[src/rtl/xcvr_regbank_pkg.sv]
package xcvr_regbank_pkg;

    localparam int DW       = 8;
    localparam int AW       = 8;
    localparam int N_ALIAS  = 3;
    localparam int N_DIRECT = 5;
    localparam int N_REGS   = N_ALIAS + N_DIRECT;
    localparam int IDXW     = $clog2(N_REGS);

    localparam logic [AW-1:0] STATUS_ADDR = AW'(8'hFF);
    localparam int            PWR_IDX     = 6;

    typedef enum logic [1:0] {
        OP_NONE  = 2'd0,
        OP_LOAD  = 2'd1,
        OP_SET   = 2'd2,
        OP_CLEAR = 2'd3
    } reg_op_e;

    typedef struct packed {
        logic            hit;
        logic [IDXW-1:0] idx;
        reg_op_e         op;
    } reg_dec_t;

    // Base addresses of the registers that carry set and clear aliases.
    function automatic logic [AW-1:0] alias_base(input int i);
        case (i)
            0:       return AW'(8'h04);
            1:       return AW'(8'h07);
            default: return AW'(8'h0A);
        endcase
    endfunction

    // Addresses of the registers that take plain writes only.
    function automatic logic [AW-1:0] direct_addr(input int i);
        case (i)
            0:       return AW'(8'hC0);
            1:       return AW'(8'hC1);
            2:       return AW'(8'hD3);
            3:       return AW'(8'hFD);
            default: return AW'(8'hFE);
        endcase
    endfunction

    function automatic logic [DW-1:0] reset_val(input int i);
        return (i == PWR_IDX) ? DW'(1) : '0;
    endfunction

    function automatic reg_dec_t decode(input logic [AW-1:0] a);
        reg_dec_t d;
        d = '{hit: 1'b0, idx: '0, op: OP_NONE};
        for (int i = 0; i < N_ALIAS; i++) begin
            if (a == alias_base(i)) begin
                d = '{hit: 1'b1, idx: IDXW'(i), op: OP_LOAD};
            end else if (a == alias_base(i) + AW'(1)) begin
                d = '{hit: 1'b1, idx: IDXW'(i), op: OP_SET};
            end else if (a == alias_base(i) + AW'(2)) begin
                d = '{hit: 1'b1, idx: IDXW'(i), op: OP_CLEAR};
            end
        end
        for (int j = 0; j < N_DIRECT; j++) begin
            if (a == direct_addr(j)) begin
                d = '{hit: 1'b1, idx: IDXW'(N_ALIAS + j), op: OP_LOAD};
            end
        end
        return d;
    endfunction

    function automatic logic [DW-1:0] apply_op(input reg_op_e op,
                                               input logic [DW-1:0] cur,
                                               input logic [DW-1:0] d);
        case (op)
            OP_LOAD:  return d;
            OP_SET:   return cur | d;
            OP_CLEAR: return cur & ~d;
            default:  return cur;
        endcase
    endfunction

endpackage

[src/rtl/xcvr_regbank_decode.sv]
module xcvr_regbank_decode
    import xcvr_regbank_pkg::*;
(
    input  logic [AW-1:0] addr,
    output reg_dec_t      dec,
    output logic          is_status
);
    always_comb begin
        dec       = decode(addr);
        is_status = (addr == STATUS_ADDR);
    end
endmodule

[src/rtl/xcvr_regbank_cell.sv]
module xcvr_regbank_cell
    import xcvr_regbank_pkg::*;
#(
    parameter logic [DW-1:0] RST_VAL = '0
) (
    input  logic          clk,
    input  logic          rst,
    input  reg_op_e       op,
    input  logic [DW-1:0] din,
    output logic [DW-1:0] q
);
    always_ff @(posedge clk) begin
        if (rst) begin
            q <= RST_VAL;
        end else if (op != OP_NONE) begin
            q <= apply_op(op, q, din);
        end
    end
endmodule

[src/rtl/xcvr_regbank.sv]
module xcvr_regbank
    import xcvr_regbank_pkg::*;
(
    input  logic          clk,
    input  logic          rst,
    input  logic [AW-1:0] addr,
    input  logic          wr_en,
    input  logic [DW-1:0] wr_data,
    input  logic          rd_en,
    output logic [DW-1:0] rd_data,
    input  logic          pll_clk_ok,
    output logic          suspend_n,
    output logic          xcvr_reset,
    output logic [1:0]    op_mode,
    output logic          term_sel,
    output logic [1:0]    speed_sel,
    output logic [DW-1:0] ifc_ctrl,
    output logic [DW-1:0] otg_ctrl,
    output logic [DW-1:0] vbus_dbnc,
    output logic [DW-1:0] id_dbnc,
    output logic [DW-1:0] batt_timer,
    output logic [DW-1:0] phy_pwr,
    output logic [DW-1:0] clk_ctrl
);
    reg_dec_t      dec;
    logic          is_status;
    logic [DW-1:0] regs [N_REGS];
    logic [DW-1:0] rd_next;

    xcvr_regbank_decode u_dec (
        .addr      (addr),
        .dec       (dec),
        .is_status (is_status)
    );

    for (genvar g = 0; g < N_REGS; g++) begin : g_reg
        reg_op_e cell_op;
        always_comb begin
            cell_op = OP_NONE;
            if (wr_en && dec.hit && dec.idx == IDXW'(g)) cell_op = dec.op;
        end
        xcvr_regbank_cell #(.RST_VAL(reset_val(g))) u_cell (
            .clk (clk),
            .rst (rst),
            .op  (cell_op),
            .din (wr_data),
            .q   (regs[g])
        );
    end

    always_comb begin
        if (is_status)    rd_next = DW'(pll_clk_ok);
        else if (dec.hit) rd_next = regs[dec.idx];
        else              rd_next = '0;
    end

    always_ff @(posedge clk) begin
        if (rst)        rd_data <= '0;
        else if (rd_en) rd_data <= rd_next;
    end

    assign suspend_n  = regs[0][6];
    assign xcvr_reset = regs[0][5];
    assign op_mode    = regs[0][4:3];
    assign term_sel   = regs[0][2];
    assign speed_sel  = regs[0][1:0];
    assign ifc_ctrl   = regs[1];
    assign otg_ctrl   = regs[2];
    assign vbus_dbnc  = regs[3];
    assign id_dbnc    = regs[4];
    assign batt_timer = regs[5];
    assign phy_pwr    = regs[6];
    assign clk_ctrl   = regs[7];
endmodule

[config.mk]
export PLATFORM = sky130hd
export DESIGN_NAME = xcvr_regbank
export DESIGN_NICKNAME = d
export VERILOG_FILES = /design/src/rtl/xcvr_regbank_pkg.sv /design/src/rtl/xcvr_regbank_decode.sv /design/src/rtl/xcvr_regbank_cell.sv /design/src/rtl/xcvr_regbank.sv
export SDC_FILE = /design/constraint.sdc
export NUM_CORES = 1
export LEC_CHECK = 0
export BUFFER_PORTS_ARGS = -buffer_cell sky130_fd_sc_hd__buf_2
export CAP_MARGIN = 20
export CORE_MARGIN = 5
export CORE_UTILIZATION = 30
export DETAILED_ROUTE_END_ITERATION = 10
export PLACE_DENSITY = 0.52
export SYNTH_ARGS = -nofsm -noshare
export SYNTH_HDL_FRONTEND = slang
export SYNTH_SLANG_ARGS = --single-unit
[constraint.sdc]
create_clock -name clk -period 2.3 [get_ports clk]
set_clock_uncertainty 0.2 [all_clocks]
set_input_delay 0 -clock clk [delete_from_list [all_inputs] [get_ports clk]]
set_output_delay 0 -clock clk [all_outputs]
set_load 0.05 [all_outputs]
After elaboration in Yosys (flattened, before gate mapping). Index checks and enable logic that the tools add are counted.

Output and inout bits: 71. Bits of input ports: 21. Flip-flop bits (word level): 72. Word-level logic and storage cells: 158.

Bitwise operators: 18. Order comparisons: 1. $add $sub $neg: 6. Muxes and demuxes: 44. Reductions and logical operators: 34. Eq/ne operators: 46.

Operator list (number): 8-bit case mux with 3 select lines (8); 8-bit 2-to-1 mux (13); 6-bit 2-to-1 mux (14); 8-bit bitwise AND (8); 8-bit bitwise OR (8); 8-bit == test (6); 8-bit == test (second input constant) (6); 2-bit == test (second input constant) (16); 8-bit by 1-bit adder with 8-bit output (second input constant) (3); 8-bit by 2-bit adder with 8-bit output (second input constant) (3); 8-bit binary-select mux with 3-bit select (1); 3-bit nonzero test (8); 2-bit by 1-bit == test with 1-bit output (second input constant) (8); 8-bit by 3-bit == test with 1-bit output (second input constant) (2); 2-bit 2-to-1 mux (8); 2-bit AND reduction (8); 2-bit nonzero test (8); 3-bit == test (second input constant) (4); 1-bit logical AND (9); 8-bit by 4-bit == test with 1-bit output (second input constant) (1); 8-bit NOT (1); 3-bit by 2-bit == test with 1-bit output (second input constant) (2); 4-bit greater-or-equal comparator (second input constant) (1); 3-bit NOT with 4-bit output (1); 2 further kinds (2).

Longest topological paths before layout. Gate-level depths: netlist of run 1.

Depth in word-level cells: 28. Gate-level depth with buffers: 10.

Modules after synthesis. A second synthesis of run 1 with hierarchy kept.

Cells, all modules: 495. Area, all modules: 4045.1 µm².

Modules (own cells, without submodules): xcvr_regbank_cell (g_reg[0].u_cell ...) (instances 7, area each 344.1 µm², seq. area each 160.2 µm², cells an instance 43); xcvr_regbank (instances 1, area each 859.6 µm², seq. area each 160.2 µm², cells an instance 85); xcvr_regbank_decode (instances 1, area each 416.6 µm², seq. area each 0.0 µm², cells an instance 65); xcvr_regbank_cell (g_reg[6].u_cell) (instances 1, area each 360.3 µm², seq. area each 160.2 µm², cells an instance 44).

Least setup slack after synthesis of run 1. Ideal clock, no wire load.

Path type: input -> register. From: in addr[3]. To: reg rd_data[1]. Path slack: 0.275 ns. Stages: 9. Setup time: 0.126 ns. Arrival time: 1.699 ns. Required time: 1.974 ns. Cells stage by stage: buf_2 nor4b_1 a221o_1 o32ai_1 buf_4 buf_6 mux2_4 a22oi_1 nand3_1.

Word-level cells in the longest chain between the ends: 20. Elaborated cells between the ends (all ways): 35.

Ends and longest elaborated chain: from (decl) (line xcvr_regbank.sv:6) `input logic [AW-1:0] addr,`; 8-bit == test (line xcvr_regbank_pkg.sv:56) `end else if (a == alias_base(i) + AW'(1)) begin`; 6-bit 2-to-1 mux (line xcvr_regbank_pkg.sv:56); 6-bit 2-to-1 mux (line xcvr_regbank_pkg.sv:54) `if (a == alias_base(i)) begin`; 6-bit 2-to-1 mux (line xcvr_regbank_pkg.sv:58) `end else if (a == alias_base(i) + AW'(2)) begin`; 6-bit 2-to-1 mux (line xcvr_regbank_pkg.sv:56); 6-bit 2-to-1 mux (line xcvr_regbank_pkg.sv:54); 6-bit 2-to-1 mux (line xcvr_regbank_pkg.sv:58); 6-bit 2-to-1 mux (line xcvr_regbank_pkg.sv:56); 6-bit 2-to-1 mux (line xcvr_regbank_pkg.sv:54); 6-bit 2-to-1 mux (5 in series) (line xcvr_regbank_pkg.sv:63) `if (a == direct_addr(j)) begin`; 3-bit NOT with 4-bit output (implied by the code) (line xcvr_regbank.sv:53) `else if (dec.hit) rd_next = regs[dec.idx];`; 8-bit binary-select mux with 3-bit select (line xcvr_regbank.sv:53); 8-bit 2-to-1 mux (implied by the code) (2 in series) (line xcvr_regbank.sv:53); 8-bit 2-to-1 mux (line xcvr_regbank.sv:53); 8-bit 2-to-1 mux (*) (line xcvr_regbank.sv:52) `if (is_status) rd_next = DW'(pll_clk_ok);`; to (signal assigned) (line xcvr_regbank.sv:59) `else if (rd_en) rd_data <= rd_next;`; to (decl) (line xcvr_regbank.sv:10) `output logic [DW-1:0] rd_data,`.

Mark *: on every way between the ends. The rest lies on a longest branch, timed or not. The select of a mux whose other input is x is not followed. A chain may end at the register's enable or synchronous reset.

Worst setup path in the final report of run 1.
From: in addr[3]. To: reg rd_data[7].

The elaborated chain is that of the path after synthesis.

==> results of run 1 <==
==> worst max path at each step <==
stage,from,end,slack (ps)
3_3_place_gp,addr[4],rd_data[5],-20
3_5_place_dp,addr[3],g_reg[1].u_cell.q[1],-30
6_report,addr[3],rd_data[7],290
4_1_cts,addr[4],rd_data[5],300
5_1_grt,addr[3],g_reg[1].u_cell.q[5],110
2_1_floorplan,addr[3],rd_data[1],280
==> cell type report <==
class | count | share of cell area
Inverter | 12 | 0.00883
Timing Repair Buffer | 136 | 0.171
Sequential cell | 72 | 0.283
Multi-Input combinational cell | 286 | 0.430
Tap cell | 172 | 0.0422
Clock inverter | 4 | 0.0150
Clock buffer | 12 | 0.0503
==> registers in the layout, indices dropped and copies added (netlist names) <==
name	count
rd_data	8
g.u_cell.q	64
==> metrics by stage <==
stage	setup TNS, ps	hold WS [ps]	setup WS [ps]	cells	power, W
floorplan	0	-19.2	275	409	0.00146
global placement	-48.4	156	-24.8	666	0.00156
detailed placement	-236	159	-34.2	666	0.00156
CTS	0	35.0	304	694	0.00312
global route	0	93.5	112	694	0.00319
finish	0	48.4	286	694	0.00308
==> cell usage in the layout (no fill, tap or decap), types with 2 or more instances in the layout <==
cell,synthesis,routed
buf_12,0,4
inv_1,12,12
bufinv_16,0,2
mux2_2,9,9
and2_1,5,5
nand3_1,6,6
nand2_1,26,26
nand2b_1,3,3
o21ai_1,4,4
and3_1,3,3
o31ai_4,2,3
o21ai_0,17,17
dlygate4sd3_1,0,12
mux2_1,4,4
or3_1,2,2
mux2_4,3,3
buf_2,7,91
nor4_4,2,2
a32o_1,4,4
nor2_1,50,50
clkbuf_16,0,9
dfxtp_1,72,72
buf_4,9,29
mux2i_1,58,58
a22oi_1,9,9
o211ai_1,13,13
a22o_1,18,18
and3b_1,2,2
a21o_1,2,2
a31oi_1,3,3
or3b_1,2,2
clkbuf_8,0,2
a21oi_1,7,7
nor3_1,4,4
nand2_4,2,2
o32ai_4,1,2
==> kinds of logic after synthesis <==
family,synth area share
mux,0.199
compound gates,0.188
simple gates,0.168
buf+inv,0.0719
flops,0.371
xor+xnor,0.00226
==> repair_timing <==
action | 4_1_cts | 5_1_grt
endpoints found under the hold margin | 69 | 0
endpoints found under the setup margin | 0 | 0
hold buffers | 12 | 0
==> worst max-delay path, cell delays in order <==
cell     delay, ps
buf_2          160
nor4b_1        490
a221o_1        350
o32ai_4        160
buf_4          230
mux2_4         310
a22oi_1        200
nand3_1        100
==> power groups by stage <==
stage	Clock [W]	Sequential [W]	Combinational [W]
6_report	0.00153	0.00126	0.000294
3_3_place_gp	0	0.00128	0.000275
5_1_grt	0.00162	0.00126	0.000318
2_1_floorplan	0	0.00129	0.000167
3_5_place_dp	0	0.00128	0.000279
4_1_cts	0.00156	0.00126	0.000295
==> layer usage <==
layer  global-route usage  up-vias  wire length, um
met4               0.0367        0              127
met5                    0        -                0
met1                0.199     1638             5300
met3               0.0400       12              699
li1                     -     1692                -
met2                0.255       91             5580
==> impl_metrics.py, run 1 <==
metrics = {
    "timing": {
        "relSlewSlack": 0.624,
        "post-route-period-util": 0.876,
        "hold_violations": 0,
        "max_clock_freq_mhz": 496,
        "setup_viol": 0,
        "tightest_slew_ps": 564,
        "min_period_ps": 2010,
        "slew_viol_final": 0,
        "rsz0062_at_grt": "no",
    },
    "clock_network": {
        "clock_sinks": 72,
        "post_cts_buffers": 0,
        "cts_buffer_depth": 2,
        "cts_made_buffers": 9,
        "htree_levels": 3,
        "cts_resized": 0,
        "cts_tree": "yes",
        "clock_latency_ps": 320,
        "cts.clk_slew.worst_paths_ps": 60,
        "clockRootBuffer": "clkbuf_16",
    },
    "run_status": {
        "outcome": "complete, no violations",
    },
    "synthesis": {
        "yosys.area.top_type_share": 0.371,
        "ys_ff_latch": 72,
        "synth.net_count": 430,
        "ys_seq_area_frac": 0.371,
        "synth_edf_count": 0,
        "yosys_most_used_dff": "dfxtp_1",
        "netlist-cell-type-count": 58,
        "synth.avg_cell_area_um2": 9.49,
        "async_flop_share": 0,
        "synth_common_cells": "dfxtp_1 (72), mux2i_1 (58), nor2_1 (50)",
        "synth_top_cell_by_area": "dfxtp_1",
        "synth_most_common_cell": "dfxtp_1",
        "synth.area.top_cells": "dfxtp_1 (37%), mux2i_1 (15%), nor2_1 (4.8%)",
        "synthCells": 409,
        "yosys_warnings": 0,
        "netlist_area_um2": 3880,
    },
    "routing": {
        "drt_wl_total_um": 11700,
        "wire_per_inst_um": 16.9,
        "drc": 0,
        "dr.pass1.iters": 4,
        "vias": 3433,
        "via_per_inst": 4.95,
        "ant_nets": 0,
        "first_iter_violations": 193,
    },
    "cells_and_area": {
        "regArea_um2": 1440,
        "num_antenna_cells": 0,
        "area_delta_synth_final_pct": 31.4,
        "final_area_um2": 5100,
        "utilization": 0.403,
        "drive_gt1_frac": 0.331,
        "final_nets": 538,
        "multi_input_comb_area_um2": 2190,
        "nFillCells": 1262,
    },
    "setup_path": {
        "worstPathMaxFanout": 12,
        "r2r_start": "g_reg[1].u_cell.q[0]",
        "ff2ff_setup_slack_ps": 1000,
        "endpoint_kind": "flip-flop",
        "rr_endpoint": "rd_data[0]",
        "worstRegToRegCells": 3,
        "critPathKind": "in2reg",
        "startpoint_type": "primary input",
        "required_ps": 2310,
        "arrival_ps": 2020,
    },
    "hold_path": {
        "min_to": "g_reg[0].u_cell.q[6]",
        "hold_start": "wr_en",
        "holdPathStages": 5,
        "hp-class": "in2reg",
    },
    "place": {
        "globalplace.congestion": 0.849,
        "place_hpwl_um": 8830,
        "port_buffers": 91,
        "place_area_um2": 4650,
    },
    "power": {
        "vdd_ir_drop_max_v": 0.000347,
        "pwr-share-seq": 0.408,
        "power_density_nw_per_um2": 603,
        "intPower_w": 0.00238,
        "p_comb_frac": 0.096,
        "p_sw_frac": 0.227,
        "leakagePower_nw": 2.45,
        "p_clk_frac": 0.496,
        "p_switching_w": 0.000700,
    },
    "die": {
        "core.rowCount": 41,
        "dieArea_um2": 15300,
        "initial_core_util": 0.306,
        "fp.coreArea_um2": 12700,
        "io_pins": 92,
        "die_h_um": 124,
        "die_w_um": 124,
    },
    "grt": {
        "first_global_vias": 3374,
        "grt_max_degree": 56,
        "antenna_found_initial": 0,
        "grt_pass1_wl_um": 18300,
        "overflow": 0,
        "grt_usage": 0.154,
    },
    "job": {
        "max-cap-violations": 0,
    },
}
(Power assumes the default switching activity.)
==> run 2, diff against run 1 <==
Clock period 2.3 ns to 1.9 ns, I/O delays scaled along.
==> impl_metrics.py, run 2 (synthesis gave the netlist of run 1 again) <==
metrics = {
    "run_status": {
        "outcome": "complete, no violations",
    },
    "routing": {
        "first_iter_violations": 227,
        "drc": 0,
        "ant_nets": 0,
        "wire_per_inst_um": 17.1,
        "dr.pass1.iters": 4,
        "via_per_inst": 4.87,
        "vias": 3528,
        "drt_wl_total_um": 12400,
    },
    "die": {
        "die_w_um": 124,
        "dieArea_um2": 15300,
        "io_pins": 92,
        "die_h_um": 124,
        "fp.coreArea_um2": 12700,
        "core.rowCount": 41,
        "initial_core_util": 0.306,
    },
    "grt": {
        "antenna_found_initial": 0,
        "overflow": 0,
        "grt_max_degree": 56,
        "grt_pass1_wl_um": 19400,
        "first_global_vias": 3458,
        "grt_usage": 0.162,
    },
    "cells_and_area": {
        "drive_gt1_frac": 0.406,
        "final_nets": 569,
        "regMostFlops": "g.u_cell.q",
        "layout_commonest_cell": "buf_2",
        "layout_common_cells": "buf_2 (86), dfxtp_1 (72), mux2i_1 (57)",
        "area_delta_synth_final_pct": 41.4,
        "utilization": 0.433,
        "num_antenna_cells": 0,
        "largest_reg_flops": 64,
        "largest_registers": "g.u_cell.q (64), rd_data (8)",
        "nFillCells": 1266,
    },
    "power": {
        "intPower_w": 0.00278,
        "p_total_w": 0.00366,
        "power_density_nw_per_um2": 667,
        "p_switching_w": 0.000886,
        "vdd_ir_drop_max_v": 0.000459,
        "p_comb_frac": 0.114,
        "p_sw_frac": 0.242,
        "leakagePower_nw": 2.63,
        "p_clk_frac": 0.471,
        "pwr-share-seq": 0.415,
    },
    "timing": {
        "hold_violations": 0,
        "slew_viol_final": 0,
        "max_clock_freq_mhz": 533,
        "tightest_slew_ps": 589,
        "post-route-period-util": 0.987,
        "setup_viol": 0,
        "fin_ws_ps": 23.8,
        "relSlewSlack": 0.606,
        "finalSetupTns_ps": 0,
        "rsz0062_at_grt": "yes",
        "min_period_ps": 1880,
    },
    "setup_path": {
        "critPathKind": "in2reg",
        "crit_chain": "buf_8, or4_4, nor2_4, buf_6, o21ai_4, nand2_4, or3b_4, buf_8, mux2i_1, nor2_1",
        "startpoint_type": "primary input",
        "critPathMostFrequentCell": "buf_8",
        "r2r_start": "g_reg[5].u_cell.q[0]",
        "crit_family": "simple AND/OR/NAND/NOR gates",
        "required_ps": 1890,
        "startpoint": "addr[4]",
        "cp_slowest_stage_delay_ps": 550,
        "arrival_ps": 1870,
        "endpoint_kind": "flip-flop",
        "ff2ff_setup_slack_ps": 590,
        "crit_slowest_cell": "or4_4",
        "worstPathMaxFanout": 8,
        "cp_num_buf_inv": 3,
    },
    "hold_path": {
        "hold_start": "rst",
        "hp-class": "in2reg",
    },
    "clock_network": {
        "htree_levels": 3,
        "cts_made_buffers": 9,
        "clock_latency_ps": 330,
        "cts_buffer_depth": 2,
        "clockRootBuffer": "clkbuf_16",
        "cts_tree": "yes",
        "clock_sinks": 72,
        "cts.clk_slew.worst_paths_ps": 60,
    },
    "job": {
        "max-cap-violations": 0,
    },
    "place": {
        "port_buffers": 91,
        "pre_cts_ws_ps": -331,
        "globalplace.congestion": 0.808,
        "place_hpwl_um": 9190,
    },
}
[run 2: cell count changes in the layout (fill, tap and decap cells not counted), sizes merged]
cell         change
buf             +32
bufinv           -1
clkbuf           -1
clkinvlp         +1
dlygate4sd3      -1
[run 2: routing by layer]
layer  GRT usage  vias to the layer above  share of wire
li1            -                     1759              -
met1       0.232                     1661           0.48
met2       0.256                      101           0.46
met3      0.0286                        7          0.056
met4      0.0339                        0         0.0076
met5           0                        -              0
[run 2: worst min-delay path: cells and delay by family]
| family | cells | cell delay [ps] |
|---|---|---|
| buffers and inverters | 2 | 410 |
| AND/OR/NAND/NOR | 1 | 150 |
[run 2: repair_timing]
action / CTS / global route
pin swaps: 0 / 18
endpoints found under the hold margin: 69 / 0
hold buffers: 11 / 0
endpoints found under the setup margin: 1 / 48
gates cloned: 0 / 0
buffers inserted: 0 / 13
gates resized for setup: 1 / 56
[run 2: final timing paths]
kind	cells past startpoint	endpoint
worst max-delay path	10	g_reg[7].u_cell.q[0]
worst min-delay path	3	g_reg[6].u_cell.q[7]
worst max register to register	6	rd_data[0]
worst min register to register	2	rd_data[7]
[run 2: stage by stage]
| stage | hold WS [ps] | instances | area, um2 |
|---|---|---|---|
| 6_report | 68.6 | 724 | 5490 |
| 4_1_cts | 70.7 | 713 | 5220 |
| 3_3_place_gp | 151 | 687 | 4800 |
| 3_5_place_dp | 164 | 687 | 4800 |
| 2_1_floorplan | -19.2 | 409 | 3910 |
| 5_1_grt | 102 | 724 | 5490 |
[run 2: power groups by stage]
stage	registers (W)	clock network (W)	logic (W)
6_report	0.00152	0.00172	0.000416
3_3_place_gp	0.00155	0	0.000348
3_5_place_dp	0.00155	0	0.000353
2_1_floorplan	0.00157	0	0.000206
5_1_grt	0.00152	0.00183	0.000447
4_1_cts	0.00152	0.00175	0.000372
[run 2: area by class of cell]
class                   count  area (um2)  area share
inverters                  12        45.0     0.00821
well taps                 172         215      0.0392
multi-input cells         286        2320       0.422
flip-flops and latches     72        1440       0.263
repair buffers            167        1160       0.212
clock inverters             4        53.8     0.00981
clock buffers              11         253      0.0461
==> run 3, diff against run 2 <==
Settings changed: CTS_CLUSTER_DIAMETER set to 50, PLACE_DENSITY 0.52 to 0.53, RECOVER_POWER set to 25.
Clock period 1.9 ns to 1.57 ns, I/O delays scaled along.
==> impl_metrics.py, run 3 (synthesis gave the netlist of run 1 again) <==
metrics = {
    "run_status": {
        "outcome": "finished with violations",
        "violations": "hold timing, setup timing",
    },
    "die": {
        "fp.coreArea_um2": 12700,
        "dieArea_um2": 15300,
        "die_w_um": 124,
        "initial_core_util": 0.306,
        "io_pins": 92,
        "core.rowCount": 41,
        "die_h_um": 124,
    },
    "timing": {
        "post-route-period-util": 1.21,
        "setup_viol": 72,
        "min_period_ps": 1890,
        "max_clock_freq_mhz": 528,
        "rsz0062_at_grt": "yes",
        "tightest_slew_ps": 640,
        "relSlewSlack": 0.572,
        "slew_viol_final": 0,
        "hold_violations": 3,
        "fin_ws_ps": -324,
        "whs_ps": -21.2,
    },
    "clock_network": {
        "clock_latency_ps": 330,
        "cts.clk_slew.worst_paths_ps": 60,
        "clock_sinks": 72,
        "cts_made_buffers": 9,
        "cts_buffer_depth": 2,
        "clockRootBuffer": "clkbuf_16",
        "htree_levels": 3,
        "cts_tree": "yes",
    },
    "setup_path": {
        "crit_chain": "buf_8, or4_4, nor2_4, buf_4, o32ai_4, or3b_4, buf_6, mux2i_2, nor2_1",
        "required_ps": 1590,
        "cp_num_buf_inv": 3,
        "cp_slowest_stage_delay_ps": 550,
        "startpoint_type": "primary input",
        "r2r_start": "g_reg[4].u_cell.q[1]",
        "worstRegToRegCells": 3,
        "ff2ff_setup_slack_ps": 250,
        "critPathKind": "in2reg",
        "rr_endpoint": "rd_data[1]",
        "endpoint_kind": "flip-flop",
        "crit_family": "simple AND/OR/NAND/NOR gates",
        "crit_slowest_cell": "or4_4",
        "worstPathMaxFanout": 8,
        "arrival_ps": 1910,
    },
    "place": {
        "globalplace.congestion": 0.814,
        "pre_cts_ws_ps": -724,
        "place_hpwl_um": 9480,
        "port_buffers": 91,
        "place_area_um2": 4920,
    },
    "grt": {
        "grt_pass1_wl_um": 20300,
        "first_global_vias": 3729,
        "grt_max_degree": 35,
        "overflow": 0,
        "antenna_found_initial": 0,
        "grt_usage": 0.170,
    },
    "cells_and_area": {
        "num_antenna_cells": 0,
        "regMostFlops": "g.u_cell.q",
        "final_nets": 589,
        "layout_commonest_cell": "dfxtp_1",
        "drive_gt1_frac": 0.408,
        "final_area_um2": 5730,
        "largest_registers": "g.u_cell.q (64), rd_data (8)",
        "area_delta_synth_final_pct": 47.6,
        "layout_common_cells": "dfxtp_1 (72), buf_2 (67), buf_4 (64)",
        "largest_reg_flops": 64,
    },
    "routing": {
        "wire_per_inst_um": 17.8,
        "drt_wl_total_um": 13200,
        "dr.pass1.iters": 4,
        "via_per_inst": 5.02,
        "drc": 0,
        "vias": 3741,
        "first_iter_violations": 237,
        "ant_nets": 0,
    },
    "hold_path": {
        "hp-class": "in2reg",
        "min_to": "rd_data[0]",
        "hold_start": "addr[0]",
        "holdPathStages": 5,
    },
    "power": {
        "power_density_nw_per_um2": 808,
        "leakagePower_nw": 2.69,
        "vdd_ir_drop_max_v": 0.000613,
    },
    "job": {
        "max-cap-violations": 0,
    },
}
-- run 3: changes by cell type in the layout (fill, tap and decap cells not counted), sizes merged --
cell / before / now
dlygate4sd3: 11 / 10
clkbuf: 11 / 28
buf: 156 / 158
inv: 12 / 14
bufinv: 1 / 2
nand2: 29 / 30
clkinvlp: 2 / 1
-- run 3: worst reg2reg max path, delay by kind of cell (launching register included) --
| family | cells | cell delay (ps) |
|---|---|---|
| flops | 1 | 320 |
| compound gates | 1 | 240 |
| mux | 1 | 300 |
| simple gates | 1 | 130 |
-- run 3: cell type report --
cell class | count | area [um2]
clock inverters | 6 | 90.1
repair buffers | 186 | 1340
flip-flops and latches | 72 | 1440
inverters | 12 | 45.0
well taps | 172 | 215
clock buffers | 10 | 229
multi-input cells | 287 | 2370
fillers | 1223 | 6940
-- run 3: power breakdown --
part	total (W)	internal [W]	switching, W
Sequential	0.00184	0.00183	0.00000566
Clock	0.00223	0.00140	0.000828
Combinational	0.000559	0.000252	0.000308
-- run 3: layer usage --
metal	track usage	share of wire	vias up
li1	-	-	1799
met1	0.240	0.47	1819
met2	0.267	0.46	106
met3	0.0332	0.056	17
met4	0.0408	0.013	0
met5	0	0	-
-- run 3: how the worst max path moves through the flow --
stage	startpoint	end	slack, ps	depth (start not counted)
after CTS	addr[4]	g_reg[5].u_cell.q[2]	-310	9
after global placement	addr[5]	rd_data[2]	-670	9
after detailed placement	addr[5]	rd_data[5]	-720	9
final	addr[4]	g_reg[7].u_cell.q[6]	-320	9
after global routing	addr[4]	g_reg[7].u_cell.q[6]	-400	9
after floorplan	addr[7]	rd_data[1]	-380	8
-- run 3: what timing repair did --
action,4_1_cts,5_1_grt
gates cloned,2,3
hold buffers,10,0
pin swaps,24,21
setup endpoints to repair,72,72
resized for setup,44,28
buffers inserted,18,7
hold endpoints to repair,68,0
-- run 3: per-stage QoR --
stage                     total power [W]  cells  hold WS (ps)   util  TNS (ps)
after detailed placement          0.00234    696           167  0.388    -44450
after floorplan                   0.00216    409         -19.2      -    -23010
after global routing              0.00475    745          6.10  0.452    -22910
after CTS                         0.00461    740         -6.76  0.446    -19060
after global placement            0.00233    696           151  0.388    -42920
final                             0.00463    745         -21.2  0.452    -17400
